<file path="src/rtl/memacc_pkg.sv">
package memacc_pkg;

    localparam logic [7:0] OFF_CTRL = 8'h00;
    localparam logic [7:0] OFF_RET  = 8'h10;
    localparam logic [7:0] OFF_ID   = 8'h18;
    localparam logic [7:0] OFF_MODE = 8'h20;
    localparam logic [7:0] OFF_ARG1 = 8'h28;
    localparam logic [7:0] OFF_ARG2 = 8'h30;

    localparam int BUILD_ID = 42;

    localparam int MD_ADD     = 0;
    localparam int MD_REGTEST = 1;
    localparam int MD_PEEK0   = 2;
    localparam int MD_PEEK    = 3;
    localparam int MD_POKE    = 4;

    typedef enum logic [1:0] {SQ_IDLE, SQ_CMD, SQ_WAIT, SQ_FIN} seq_state_e;
    typedef enum logic [1:0] {MP_IDLE, MP_REQ, MP_RSP} port_state_e;

endpackage

</file>
<file path="src/rtl/memacc_regs.sv">
module memacc_regs
    import memacc_pkg::*;
#(
    parameter int DATA_W = 32,
    parameter int RA_W   = 8
) (
    input  logic              clk,
    input  logic              rst_n,
    input  logic              wen_i,
    input  logic [RA_W-1:0]   waddr_i,
    input  logic [DATA_W-1:0] wdata_i,
    input  logic [RA_W-1:0]   raddr_i,
    output logic [DATA_W-1:0] rdata_o,
    input  logic              busy_i,
    input  logic              fin_i,
    input  logic [DATA_W-1:0] result_i,
    output logic              start_o,
    output logic              done_o,
    output logic [DATA_W-1:0] mode_o,
    output logic [DATA_W-1:0] arg1_o,
    output logic [DATA_W-1:0] arg2_o
);

    localparam int CTRL_PAD = DATA_W - 3;

    typedef struct packed {
        logic [DATA_W-1:0] mode;
        logic [DATA_W-1:0] arg1;
        logic [DATA_W-1:0] arg2;
        logic [DATA_W-1:0] ret;
        logic              done;
    } regs_t;

    regs_t q, d;
    logic  start;

    always_comb begin
        d     = q;
        start = wen_i && (waddr_i == RA_W'(OFF_CTRL)) && wdata_i[0] && !busy_i;
        if (start) begin
            d.done = 1'b0;
        end
        if (wen_i && !busy_i) begin
            if (waddr_i == RA_W'(OFF_MODE)) d.mode = wdata_i;
            if (waddr_i == RA_W'(OFF_ARG1)) d.arg1 = wdata_i;
            if (waddr_i == RA_W'(OFF_ARG2)) d.arg2 = wdata_i;
        end
        if (fin_i) begin
            d.ret  = result_i;
            d.done = 1'b1;
        end
    end

    always_ff @(posedge clk) begin
        if (!rst_n) begin
            q <= '0;
        end else begin
            q <= d;
        end
    end

    always_comb begin
        rdata_o = '0;
        if (raddr_i == RA_W'(OFF_CTRL)) rdata_o = {{CTRL_PAD{1'b0}}, ~busy_i, q.done, 1'b0};
        if (raddr_i == RA_W'(OFF_RET))  rdata_o = q.ret;
        if (raddr_i == RA_W'(OFF_ID))   rdata_o = DATA_W'(BUILD_ID);
        if (raddr_i == RA_W'(OFF_MODE)) rdata_o = q.mode;
        if (raddr_i == RA_W'(OFF_ARG1)) rdata_o = q.arg1;
        if (raddr_i == RA_W'(OFF_ARG2)) rdata_o = q.arg2;
    end

    assign start_o = start;
    assign done_o  = q.done;
    assign mode_o  = q.mode;
    assign arg1_o  = q.arg1;
    assign arg2_o  = q.arg2;

endmodule

</file>
<file path="src/rtl/memacc_seq.sv">
module memacc_seq
    import memacc_pkg::*;
#(
    parameter int DATA_W = 32,
    parameter int ADDR_W = 32
) (
    input  logic              clk,
    input  logic              rst_n,
    input  logic              start_i,
    input  logic [DATA_W-1:0] mode_i,
    input  logic [DATA_W-1:0] arg1_i,
    input  logic [DATA_W-1:0] arg2_i,
    output logic              busy_o,
    output logic              fin_o,
    output logic [DATA_W-1:0] result_o,
    output logic              cmd_valid_o,
    output logic              cmd_write_o,
    output logic [ADDR_W-1:0] cmd_addr_o,
    output logic [DATA_W-1:0] cmd_wdata_o,
    input  logic              cmd_done_i,
    input  logic [DATA_W-1:0] cmd_rdata_i
);

    localparam int BYTES = DATA_W / 8;
    localparam int SHIFT = $clog2(BYTES);

    typedef struct packed {
        seq_state_e        state;
        logic [1:0]        step;
        logic [DATA_W-1:0] acc;
        logic [DATA_W-1:0] result;
    } seq_t;

    seq_t q, d;

    logic m_add, m_reg, m_peek0, m_peek, m_poke;
    assign m_add   = (mode_i == DATA_W'(MD_ADD));
    assign m_reg   = (mode_i == DATA_W'(MD_REGTEST));
    assign m_peek0 = (mode_i == DATA_W'(MD_PEEK0));
    assign m_peek  = (mode_i == DATA_W'(MD_PEEK));
    assign m_poke  = (mode_i == DATA_W'(MD_POKE));

    logic [ADDR_W-1:0] arg_addr;
    assign arg_addr = ADDR_W'(arg1_i) << SHIFT;

    // command fields for the access selected by mode and step
    always_comb begin
        cmd_write_o = 1'b0;
        cmd_addr_o  = '0;
        cmd_wdata_o = '0;
        if (m_add) begin
            cmd_addr_o  = ADDR_W'(q.step) << SHIFT;
            cmd_write_o = (q.step == 2'd2);
            cmd_wdata_o = q.acc;
        end else if (m_peek) begin
            cmd_addr_o  = arg_addr;
        end else if (m_poke) begin
            cmd_addr_o  = arg_addr;
            cmd_write_o = 1'b1;
            cmd_wdata_o = arg2_i;
        end
    end

    always_comb begin
        d = q;
        case (q.state)
            SQ_IDLE: begin
                if (start_i) begin
                    d.step = 2'd0;
                    if (m_add || m_peek0 || m_peek || m_poke) begin
                        d.state = SQ_CMD;
                    end else if (m_reg) begin
                        d.result = arg1_i + arg2_i;
                        d.state  = SQ_FIN;
                    end else begin
                        d.result = '1;
                        d.state  = SQ_FIN;
                    end
                end
            end
            SQ_CMD: begin
                d.state = SQ_WAIT;
            end
            SQ_WAIT: begin
                if (cmd_done_i) begin
                    if (m_add) begin
                        if (q.step == 2'd0) begin
                            d.acc   = cmd_rdata_i;
                            d.step  = 2'd1;
                            d.state = SQ_CMD;
                        end else if (q.step == 2'd1) begin
                            d.acc   = q.acc + cmd_rdata_i;
                            d.step  = 2'd2;
                            d.state = SQ_CMD;
                        end else begin
                            d.result = '0;
                            d.state  = SQ_FIN;
                        end
                    end else if (m_poke) begin
                        d.result = DATA_W'(1);
                        d.state  = SQ_FIN;
                    end else begin
                        d.result = cmd_rdata_i;
                        d.state  = SQ_FIN;
                    end
                end
            end
            default: begin
                d.state = SQ_IDLE;
            end
        endcase
    end

    always_ff @(posedge clk) begin
        if (!rst_n) begin
            q <= '{state: SQ_IDLE, step: 2'd0, acc: '0, result: '0};
        end else begin
            q <= d;
        end
    end

    assign busy_o      = (q.state != SQ_IDLE);
    assign fin_o       = (q.state == SQ_FIN);
    assign result_o    = q.result;
    assign cmd_valid_o = (q.state == SQ_CMD);

endmodule

</file>
<file path="src/rtl/memacc_mport.sv">
module memacc_mport
    import memacc_pkg::*;
#(
    parameter int DATA_W = 32,
    parameter int ADDR_W = 32
) (
    input  logic              clk,
    input  logic              rst_n,
    input  logic              cmd_valid_i,
    input  logic              cmd_write_i,
    input  logic [ADDR_W-1:0] cmd_addr_i,
    input  logic [DATA_W-1:0] cmd_wdata_i,
    output logic              cmd_done_o,
    output logic [DATA_W-1:0] cmd_rdata_o,
    output logic              mem_req_valid,
    input  logic              mem_req_ready,
    output logic              mem_req_write,
    output logic [ADDR_W-1:0] mem_req_addr,
    output logic [DATA_W-1:0] mem_req_wdata,
    input  logic              mem_rsp_valid,
    input  logic [DATA_W-1:0] mem_rsp_data
);

    typedef struct packed {
        port_state_e       state;
        logic              write;
        logic [ADDR_W-1:0] addr;
        logic [DATA_W-1:0] wdata;
    } port_t;

    port_t q, d;

    always_comb begin
        d          = q;
        cmd_done_o = 1'b0;
        case (q.state)
            MP_IDLE: begin
                if (cmd_valid_i) begin
                    d.write = cmd_write_i;
                    d.addr  = cmd_addr_i;
                    d.wdata = cmd_wdata_i;
                    d.state = MP_REQ;
                end
            end
            MP_REQ: begin
                if (mem_req_ready) begin
                    if (q.write) begin
                        cmd_done_o = 1'b1;
                        d.state    = MP_IDLE;
                    end else begin
                        d.state    = MP_RSP;
                    end
                end
            end
            MP_RSP: begin
                if (mem_rsp_valid) begin
                    cmd_done_o = 1'b1;
                    d.state    = MP_IDLE;
                end
            end
            default: begin
                d.state = MP_IDLE;
            end
        endcase
    end

    always_ff @(posedge clk) begin
        if (!rst_n) begin
            q <= '{state: MP_IDLE, write: 1'b0, addr: '0, wdata: '0};
        end else begin
            q <= d;
        end
    end

    assign cmd_rdata_o   = mem_rsp_data;
    assign mem_req_valid = (q.state == MP_REQ);
    assign mem_req_write = q.write;
    assign mem_req_addr  = q.addr;
    assign mem_req_wdata = q.wdata;

endmodule

</file>
<file path="src/rtl/memacc_top.sv">
module memacc_top #(
    parameter int DATA_W = 32,
    parameter int ADDR_W = 32,
    parameter int RA_W   = 8
) (
    input  logic              clk,
    input  logic              rst_n,
    input  logic              reg_wen,
    input  logic [RA_W-1:0]   reg_waddr,
    input  logic [DATA_W-1:0] reg_wdata,
    input  logic [RA_W-1:0]   reg_raddr,
    output logic [DATA_W-1:0] reg_rdata,
    output logic              mem_req_valid,
    input  logic              mem_req_ready,
    output logic              mem_req_write,
    output logic [ADDR_W-1:0] mem_req_addr,
    output logic [DATA_W-1:0] mem_req_wdata,
    input  logic              mem_rsp_valid,
    input  logic [DATA_W-1:0] mem_rsp_data
);

    logic              start, done, busy, fin;
    logic [DATA_W-1:0] mode, arg1, arg2, result;
    logic              cmd_valid, cmd_write, cmd_done;
    logic [ADDR_W-1:0] cmd_addr;
    logic [DATA_W-1:0] cmd_wdata, cmd_rdata;

    memacc_regs #(.DATA_W(DATA_W), .RA_W(RA_W)) u_regs (
        .clk      (clk),
        .rst_n    (rst_n),
        .wen_i    (reg_wen),
        .waddr_i  (reg_waddr),
        .wdata_i  (reg_wdata),
        .raddr_i  (reg_raddr),
        .rdata_o  (reg_rdata),
        .busy_i   (busy),
        .fin_i    (fin),
        .result_i (result),
        .start_o  (start),
        .done_o   (done),
        .mode_o   (mode),
        .arg1_o   (arg1),
        .arg2_o   (arg2)
    );

    memacc_seq #(.DATA_W(DATA_W), .ADDR_W(ADDR_W)) u_seq (
        .clk         (clk),
        .rst_n       (rst_n),
        .start_i     (start),
        .mode_i      (mode),
        .arg1_i      (arg1),
        .arg2_i      (arg2),
        .busy_o      (busy),
        .fin_o       (fin),
        .result_o    (result),
        .cmd_valid_o (cmd_valid),
        .cmd_write_o (cmd_write),
        .cmd_addr_o  (cmd_addr),
        .cmd_wdata_o (cmd_wdata),
        .cmd_done_i  (cmd_done),
        .cmd_rdata_i (cmd_rdata)
    );

    memacc_mport #(.DATA_W(DATA_W), .ADDR_W(ADDR_W)) u_port (
        .clk           (clk),
        .rst_n         (rst_n),
        .cmd_valid_i   (cmd_valid),
        .cmd_write_i   (cmd_write),
        .cmd_addr_i    (cmd_addr),
        .cmd_wdata_i   (cmd_wdata),
        .cmd_done_o    (cmd_done),
        .cmd_rdata_o   (cmd_rdata),
        .mem_req_valid (mem_req_valid),
        .mem_req_ready (mem_req_ready),
        .mem_req_write (mem_req_write),
        .mem_req_addr  (mem_req_addr),
        .mem_req_wdata (mem_req_wdata),
        .mem_rsp_valid (mem_rsp_valid),
        .mem_rsp_data  (mem_rsp_data)
    );

endmodule

</file>
<file path="config.mk">
export PLATFORM = sky130hd
export DESIGN_NAME = memacc_top
export DESIGN_NICKNAME = d
export VERILOG_FILES = /design/src/rtl/memacc_pkg.sv /design/src/rtl/memacc_regs.sv /design/src/rtl/memacc_seq.sv /design/src/rtl/memacc_mport.sv /design/src/rtl/memacc_top.sv
export SDC_FILE = /design/constraint.sdc
export NUM_CORES = 1
export LEC_CHECK = 0
export BUFFER_PORTS_ARGS = -buffer_cell sky130_fd_sc_hd__buf_2
export CELL_PAD_IN_SITES_DETAIL_PLACEMENT = 1
export CELL_PAD_IN_SITES_GLOBAL_PLACEMENT = 2
export CORE_UTILIZATION = 34
export CTS_CLUSTER_SIZE = 30
export DETAILED_ROUTE_END_ITERATION = 7
export GPL_TIMING_DRIVEN = 0
export PLACE_DENSITY_LB_ADDON = 0.1
export SYNTH_ARGS = -nofsm -noshare
export SYNTH_HDL_FRONTEND = slang
export SYNTH_SLANG_ARGS = --single-unit
</file>
<file path="constraint.sdc">
create_clock -name clk -period 3.9 [get_ports clk]
set_clock_uncertainty 0.05 [all_clocks]
set_input_delay 0.78 -clock clk [delete_from_list [all_inputs] [get_ports clk]]
set_output_delay 0.78 -clock clk [all_outputs]
set_load 0.01 [all_outputs]
</file>
### After elaboration in Yosys (flattened, before gate mapping)

Cells that the tools add are included.

| operators by class | value |
|---|---|
| add/sub/neg operators | 2 |
| equality and inequality tests | 29 |
| reduce and logical (&&, ||, !) cells | 27 |
| bitwise operators | 1 |
| multiplexer cells | 44 |

Operators with widths:

| kind | count |
|---|---|
| two-way mux 32 bit | 18 |
| two-way mux 34 bit | 2 |
| two-way mux 68 bit | 1 |
| two-way mux 67 bit | 1 |
| adder 32 bit | 2 |
| equality test 32 x 2 -> 1 bit (second input constant) | 2 |
| case mux 32 bit (2 select lines) | 1 |
| equality test 8 x 6 -> 1 bit (second input constant) | 6 |
| two-way mux 36 bit | 1 |
| equality test 32 x 1 -> 1 bit (second input constant) | 1 |
| equality test 32 x 3 -> 1 bit (second input constant) | 1 |
| logical NOT 32 bit | 1 |
| equality test 8 x 5 -> 1 bit (second input constant) | 2 |
| logical NOT 8 bit | 2 |
| two-way mux 2 bit | 6 |
| case mux 2 bit (3 select lines) | 2 |
| != test 2 bit (second input constant) | 5 |
| AND reduction 2 bit | 5 |
| equality test 2 bit (second input constant) | 4 |
| two-way mux 1 bit | 8 |
| nonzero test 2 bit | 4 |
| equality test 2 x 1 -> 1 bit (second input constant) | 3 |
| logical NOT 2 bit | 3 |
| != test 3 bit (second input constant) | 2 |
| other kinds (14) | 20 |

| storage, ports and cells | value |
|---|---|
| register bits after elaboration | 264 |
| input port bits | 85 |
| logic and storage cells | 116 |
| output and inout bits | 98 |

### Logic depth before layout (Yosys ltp)

| depth | value |
|---|---|
| word-level depth | 8 |
| depth in mapped cells | 10 |
| mapped depth without buffers | 10 |

### By module

Synthesis repeated with hierarchy kept, for this count alone.

| second synthesis, totals | value |
|---|---|
| cell total of the unflattened synthesis | 2050 |
| area total of the unflattened synthesis | 16859.9 µm² |

By module, submodules not included:

| module | area each (µm²) | times used | cells an instance | seq. area each (µm²) |
|---|---|---|---|---|
| memacc_seq | 6932.9 | 1 | 913 | 1361.3 |
| memacc_regs | 6640.1 | 1 | 739 | 2582.5 |
| memacc_mport | 3286.9 | 1 | 398 | 1341.3 |

### Least setup slack after synthesis

No wires, ideal clock.

| timing | value |
|---|---|
| kind | input port to output port |
| from | in reg_raddr[1] |
| to | out reg_rdata[22] |
| stages | 6 |
| data arrival time | 2.392 ns |
| buffers on the path | 1 |
| slack | 0.678 ns |
| required time | 3.070 ns |
| cells stage by stage | nor3_1 nand2_1 nor3_1 clkbuf_1 a222oi_1 a21oi_1 |

| on the way | value |
|---|---|
| longest elaborated chain between the ends | 6 |
| elaborated cells on any way between the ends | 10 |
| those cells by class | eq/ne (5); mux (5) |

Ends and longest elaborated chain:

| item | line | text |
|---|---|---|
| start: declaration | memacc_top.sv:11 | `input logic [RA_W-1:0] reg_raddr,` |
| equality test 8 x 5 -> 1 bit | memacc_regs.sv:65 | `if (raddr_i == RA_W'(OFF_RET)) rdata_o = q.ret;` |
| two-way mux 32 bit | memacc_regs.sv:65 |  |
| two-way mux 32 bit | memacc_regs.sv:66 | `if (raddr_i == RA_W'(OFF_ID)) rdata_o = DATA_W'(BUILD_ID);` |
| two-way mux 32 bit | memacc_regs.sv:67 | `if (raddr_i == RA_W'(OFF_MODE)) rdata_o = q.mode;` |
| two-way mux 32 bit | memacc_regs.sv:68 | `if (raddr_i == RA_W'(OFF_ARG1)) rdata_o = q.arg1;` |
| two-way mux 32 bit * | memacc_regs.sv:69 | `if (raddr_i == RA_W'(OFF_ARG2)) rdata_o = q.arg2;` |
| end: declaration | memacc_top.sv:12 | `output logic [DATA_W-1:0] reg_rdata,` |

Every way passes the cells marked *; elsewhere a longest branch is shown, timed or not.

### Final worst setup path

| timing | value |
|---|---|
| from | in reg_raddr[1] |
| to | out reg_rdata[31] |

Same word-level chain as after synthesis.

==> impl_metrics.csv <==
group,metric,value,unit
clock_tree,cts_tree,"done",
floorplan,dieWidth,212,um
placed_design,place_congestion,0.887,
job,maxCapViolations,0,
pwr,p_total,0.00608,W
drt,drc,0,
final_layout,drive_above_1_share,14.7,%
timing,maxSlewHeadroom,26.3,%
logic_synthesis,ys_warn_count,0,
timing,hold_viol_final,0,
worst_setup_path,worstPathRequired,3.07,ns
placed_design,dpl_cell_area,0.0167,mm^2
logic_synthesis,synth-seq-cells,262,
logic_synthesis,ys_async_sr_fraction,0,%
global_route,met2_usage,46.3,%
clock_tree,clock_path_buffers,3,
floorplan,io_pins,183,
status,status,"complete, no violations",
timing,fin_crit_sh,97.2,%
worst_setup_path,arrival,2.96,ns
logic_synthesis,syn-instance-count,2017,
drt,drt_wl_total,63400,um
placed_design,dp_hpwl,50800,um
clock_tree,clk_latency,0.56,ns
final_layout,syn_to_final_growth,18.7,%
timing,holdWs,0.402,ns
drt,postRouteAntennaNets,0,
final_layout,design_area,0.0178,mm^2
logic_synthesis,synth_cell_types,78,
global_route,top_usage_layer,"met2",
clock_tree,path_clk_slew,0.05,ns
placed_design,port_buffers,177,
pwr,peakVddDrop,0.000229,V
pwr,cellPowerDensity,341,mW/mm^2
clock_tree,cts_inserted_buffers,36,
drt,viasPerCell,5.60,
global_route,antenna_found_initial,1,
final_layout,fill_cells,5516,
worst_setup_path,critPathCaptureType,"output port",
timing,worstMarginPinSlew,1.11,ns
hold_path,min_path_type,"flop to flop",
logic_synthesis,yosysSeqAreaShare,34.9,%
drt,first_pass_iters,7,
global_route,grt_pass1_vias,15500,
global_route,grt_use_met1,36.7,%
pwr,p_leak,7.12,nW
floorplan,initial_core_util,34.7,%
floorplan,placementRows,76,
global_route,grt_max_degree,12,
final_layout,regArea,0.00525,mm^2
global_route,grt_pass1_wl,94500,um
timing,period_minus_slack,3.79,ns
logic_synthesis,synth_area_per_cell,7.45,um^2
logic_synthesis,netlist_area,0.0150,mm^2
global_route,track_usage,28.0,%
logic_synthesis,synth_ff_type,"dfxtp_1",
timing,setup_viol,0,
drt,drt-wirelength-per-cell,22.3,um
final_layout,multi_input_area,0.00871,mm^2
worst_setup_path,criticalPathCategory,"input pin to output port",
drt,drt_iter0_markers,1197,
floorplan,core-area,0.0434,mm^2
clock_tree,htree_num_levels,2,
final_layout,antenna_cells,0,
floorplan,fp.dieH,212,um
worst_setup_path,critPathMaxFanout,10,
logic_synthesis,synth_edf_count,0,
clock_tree,root_buffer,"clkbuf_16",
global_route,grt_util_met3,4.18,%
timing,rsz0062_at_grt,"no",
timing,slew_viol_final,0,
worst_setup_path,start_kind,"input pin",
global_route,grt_overflow_total,0,
floorplan,dieArea,0.0450,mm^2
timing,fmax,264,MHz
clock_tree,ctsHoldBuffers,0,
final_layout,nets,2390,
clock_tree,numClockSinks,262,
drt,routed-via-count,15900,
[layout make-up]
class                   count  area share, %
multi-input cells        1524           48.8
flip-flops and latches    262           29.4
clock buffers              52           5.84
plain buffers             204           5.73
repair buffers            182           5.30
well taps                 585           4.10
inverters                  28          0.589
clock inverters             7          0.231
[worst max-delay path, cell delays in order]
cell	delay [ns]
buf_2	0.09
nor3_1	0.22
nand2_2	0.21
nor2_1	0.21
nand3_1	0.29
clkbuf_2	0.34
buf_2	0.28
a21oi_1	0.32
buf_2	0.20
[layout by cell type (no fill, tap or decap), types with 10 or more instances in the layout]
cell type  count
buf_2        186
or3_1         14
nor3_1        54
ha_1          65
o21ai_0       91
o31ai_1       13
mux2i_1       37
inv_1         27
dfxtp_1      262
a31oi_1       21
o21bai_1      11
nand4_1       11
nand2_1      378
clkbuf_16     37
a21o_1        31
buf_4         66
o211ai_1      10
xor2_1        12
nor2_1       134
nand3_1       60
xnor2_1       30
a222oi_1      28
a21oi_1      364
clkbuf_1     127
nor4_1        12
[where the power goes]
group | switching [W] | internal [W] | total [W] | leakage [nW]
Sequential | 0.00000214 | 0.00268 | 0.00268 | 2.11
Clock | 0.00129 | 0.00184 | 0.00313 | 0.534
Combinational | 0.000191 | 0.0000792 | 0.000270 | 4.48
[registers in the layout (all words and copies together) (netlist names)]
| register | count |
|---|---|
| u_seq.q | 36 |
| u_port.mem_req_wdata | 32 |
| u_regs.arg1_o | 32 |
| u_regs.arg2_o | 32 |
| u_regs.mode_o | 32 |
| u_regs.q | 32 |
| u_seq.result_o | 32 |
| u_port.mem_req_addr | 30 |
| u_port.q | 2 |
| u_port.mem_req_write | 1 |
| u_regs.done_o | 1 |
[per-stage QoR]
step                util (%)  std cells  worst slack (ns)  setup TNS, ns
finish                  41.2       2844             0.110              0
global placement        38.4       2780            -0.594         -15.39
floorplan                  -       2018             0.678              0
CTS                     41.0       2840           -0.0184         -0.126
global route            41.2       2844            0.0280              0
detailed placement      38.4       2781            -0.624         -14.91
[timing repair]
action | CTS | global route
setup buffers | 0 | 4
gates resized for setup | 7 | 9
pin swaps | 0 | 3
setup endpoints to repair | 32 | 27
[metal layers]
layer,vias up,part of all wire [%]
met5,-,0
met4,0,3.4
met3,97,5.1
met2,443,47
met1,7824,44
li1,7574,-
[kinds of logic after synthesis]
family	synth area share, %
other cells	0.0250
xor+xnor	2.45
compound gates	26.0
mux	2.54
fa+ha+maj	5.68
simple gates	21.0
flops	34.9
buf+inv	7.46
[final timing paths]
| check | startpoint | endpoint | slack, ns | cells after the start |
|---|---|---|---|---|
| worst min-delay path | u_port.mem_req_addr[8]$_SDFFE_PN0P_ | u_port.mem_req_addr[8]$_SDFFE_PN0P_ | 0.40 | 2 |
| worst max-delay path | reg_raddr[1] | reg_rdata[31] | 0.11 | 9 |
| worst max register to register | u_regs.mode_o[31]$_SDFFE_PN0P_ | u_seq.q[61]$_SDFFE_PN0P_ | 0.22 | 8 |
| worst min register to register | u_port.mem_req_addr[8]$_SDFFE_PN0P_ | u_port.mem_req_addr[8]$_SDFFE_PN0P_ | 0.40 | 2 |
[cells in the mapped netlist (5+ instances only)]
master | number | area [um^2]
a211o_1 | 5 | 43.8
a211oi_1 | 8 | 60.1
a21o_1 | 31 | 233
a21oi_1 | 364 | 1820
a221o_1 | 6 | 60.1
a222oi_1 | 28 | 280
a31oi_1 | 21 | 131
and3_1 | 9 | 56.3
buf_1 | 9 | 33.8
buf_2 | 7 | 35.0
buf_4 | 64 | 480
clkbuf_1 | 123 | 462
dfxtp_1 | 262 | 5250
ha_1 | 65 | 813
inv_1 | 27 | 101
mux2i_1 | 37 | 370
nand2_1 | 379 | 1420
nand2b_1 | 7 | 43.8
nand3_1 | 60 | 300
nand4_1 | 11 | 68.8
nor2_1 | 134 | 503
nor2b_1 | 8 | 50.1
nor3_1 | 55 | 275
nor4_1 | 12 | 75.1
o211ai_1 | 10 | 75.1
o21a_1 | 6 | 45.0
o21ai_0 | 91 | 455
o21bai_1 | 11 | 82.6
o221ai_1 | 6 | 52.6
o22ai_1 | 5 | 31.3
o31ai_1 | 13 | 97.6
or3_1 | 14 | 87.6
xnor2_1 | 30 | 263
xor2_1 | 12 | 105
Note: power is estimated with default switching activity, not from simulation.
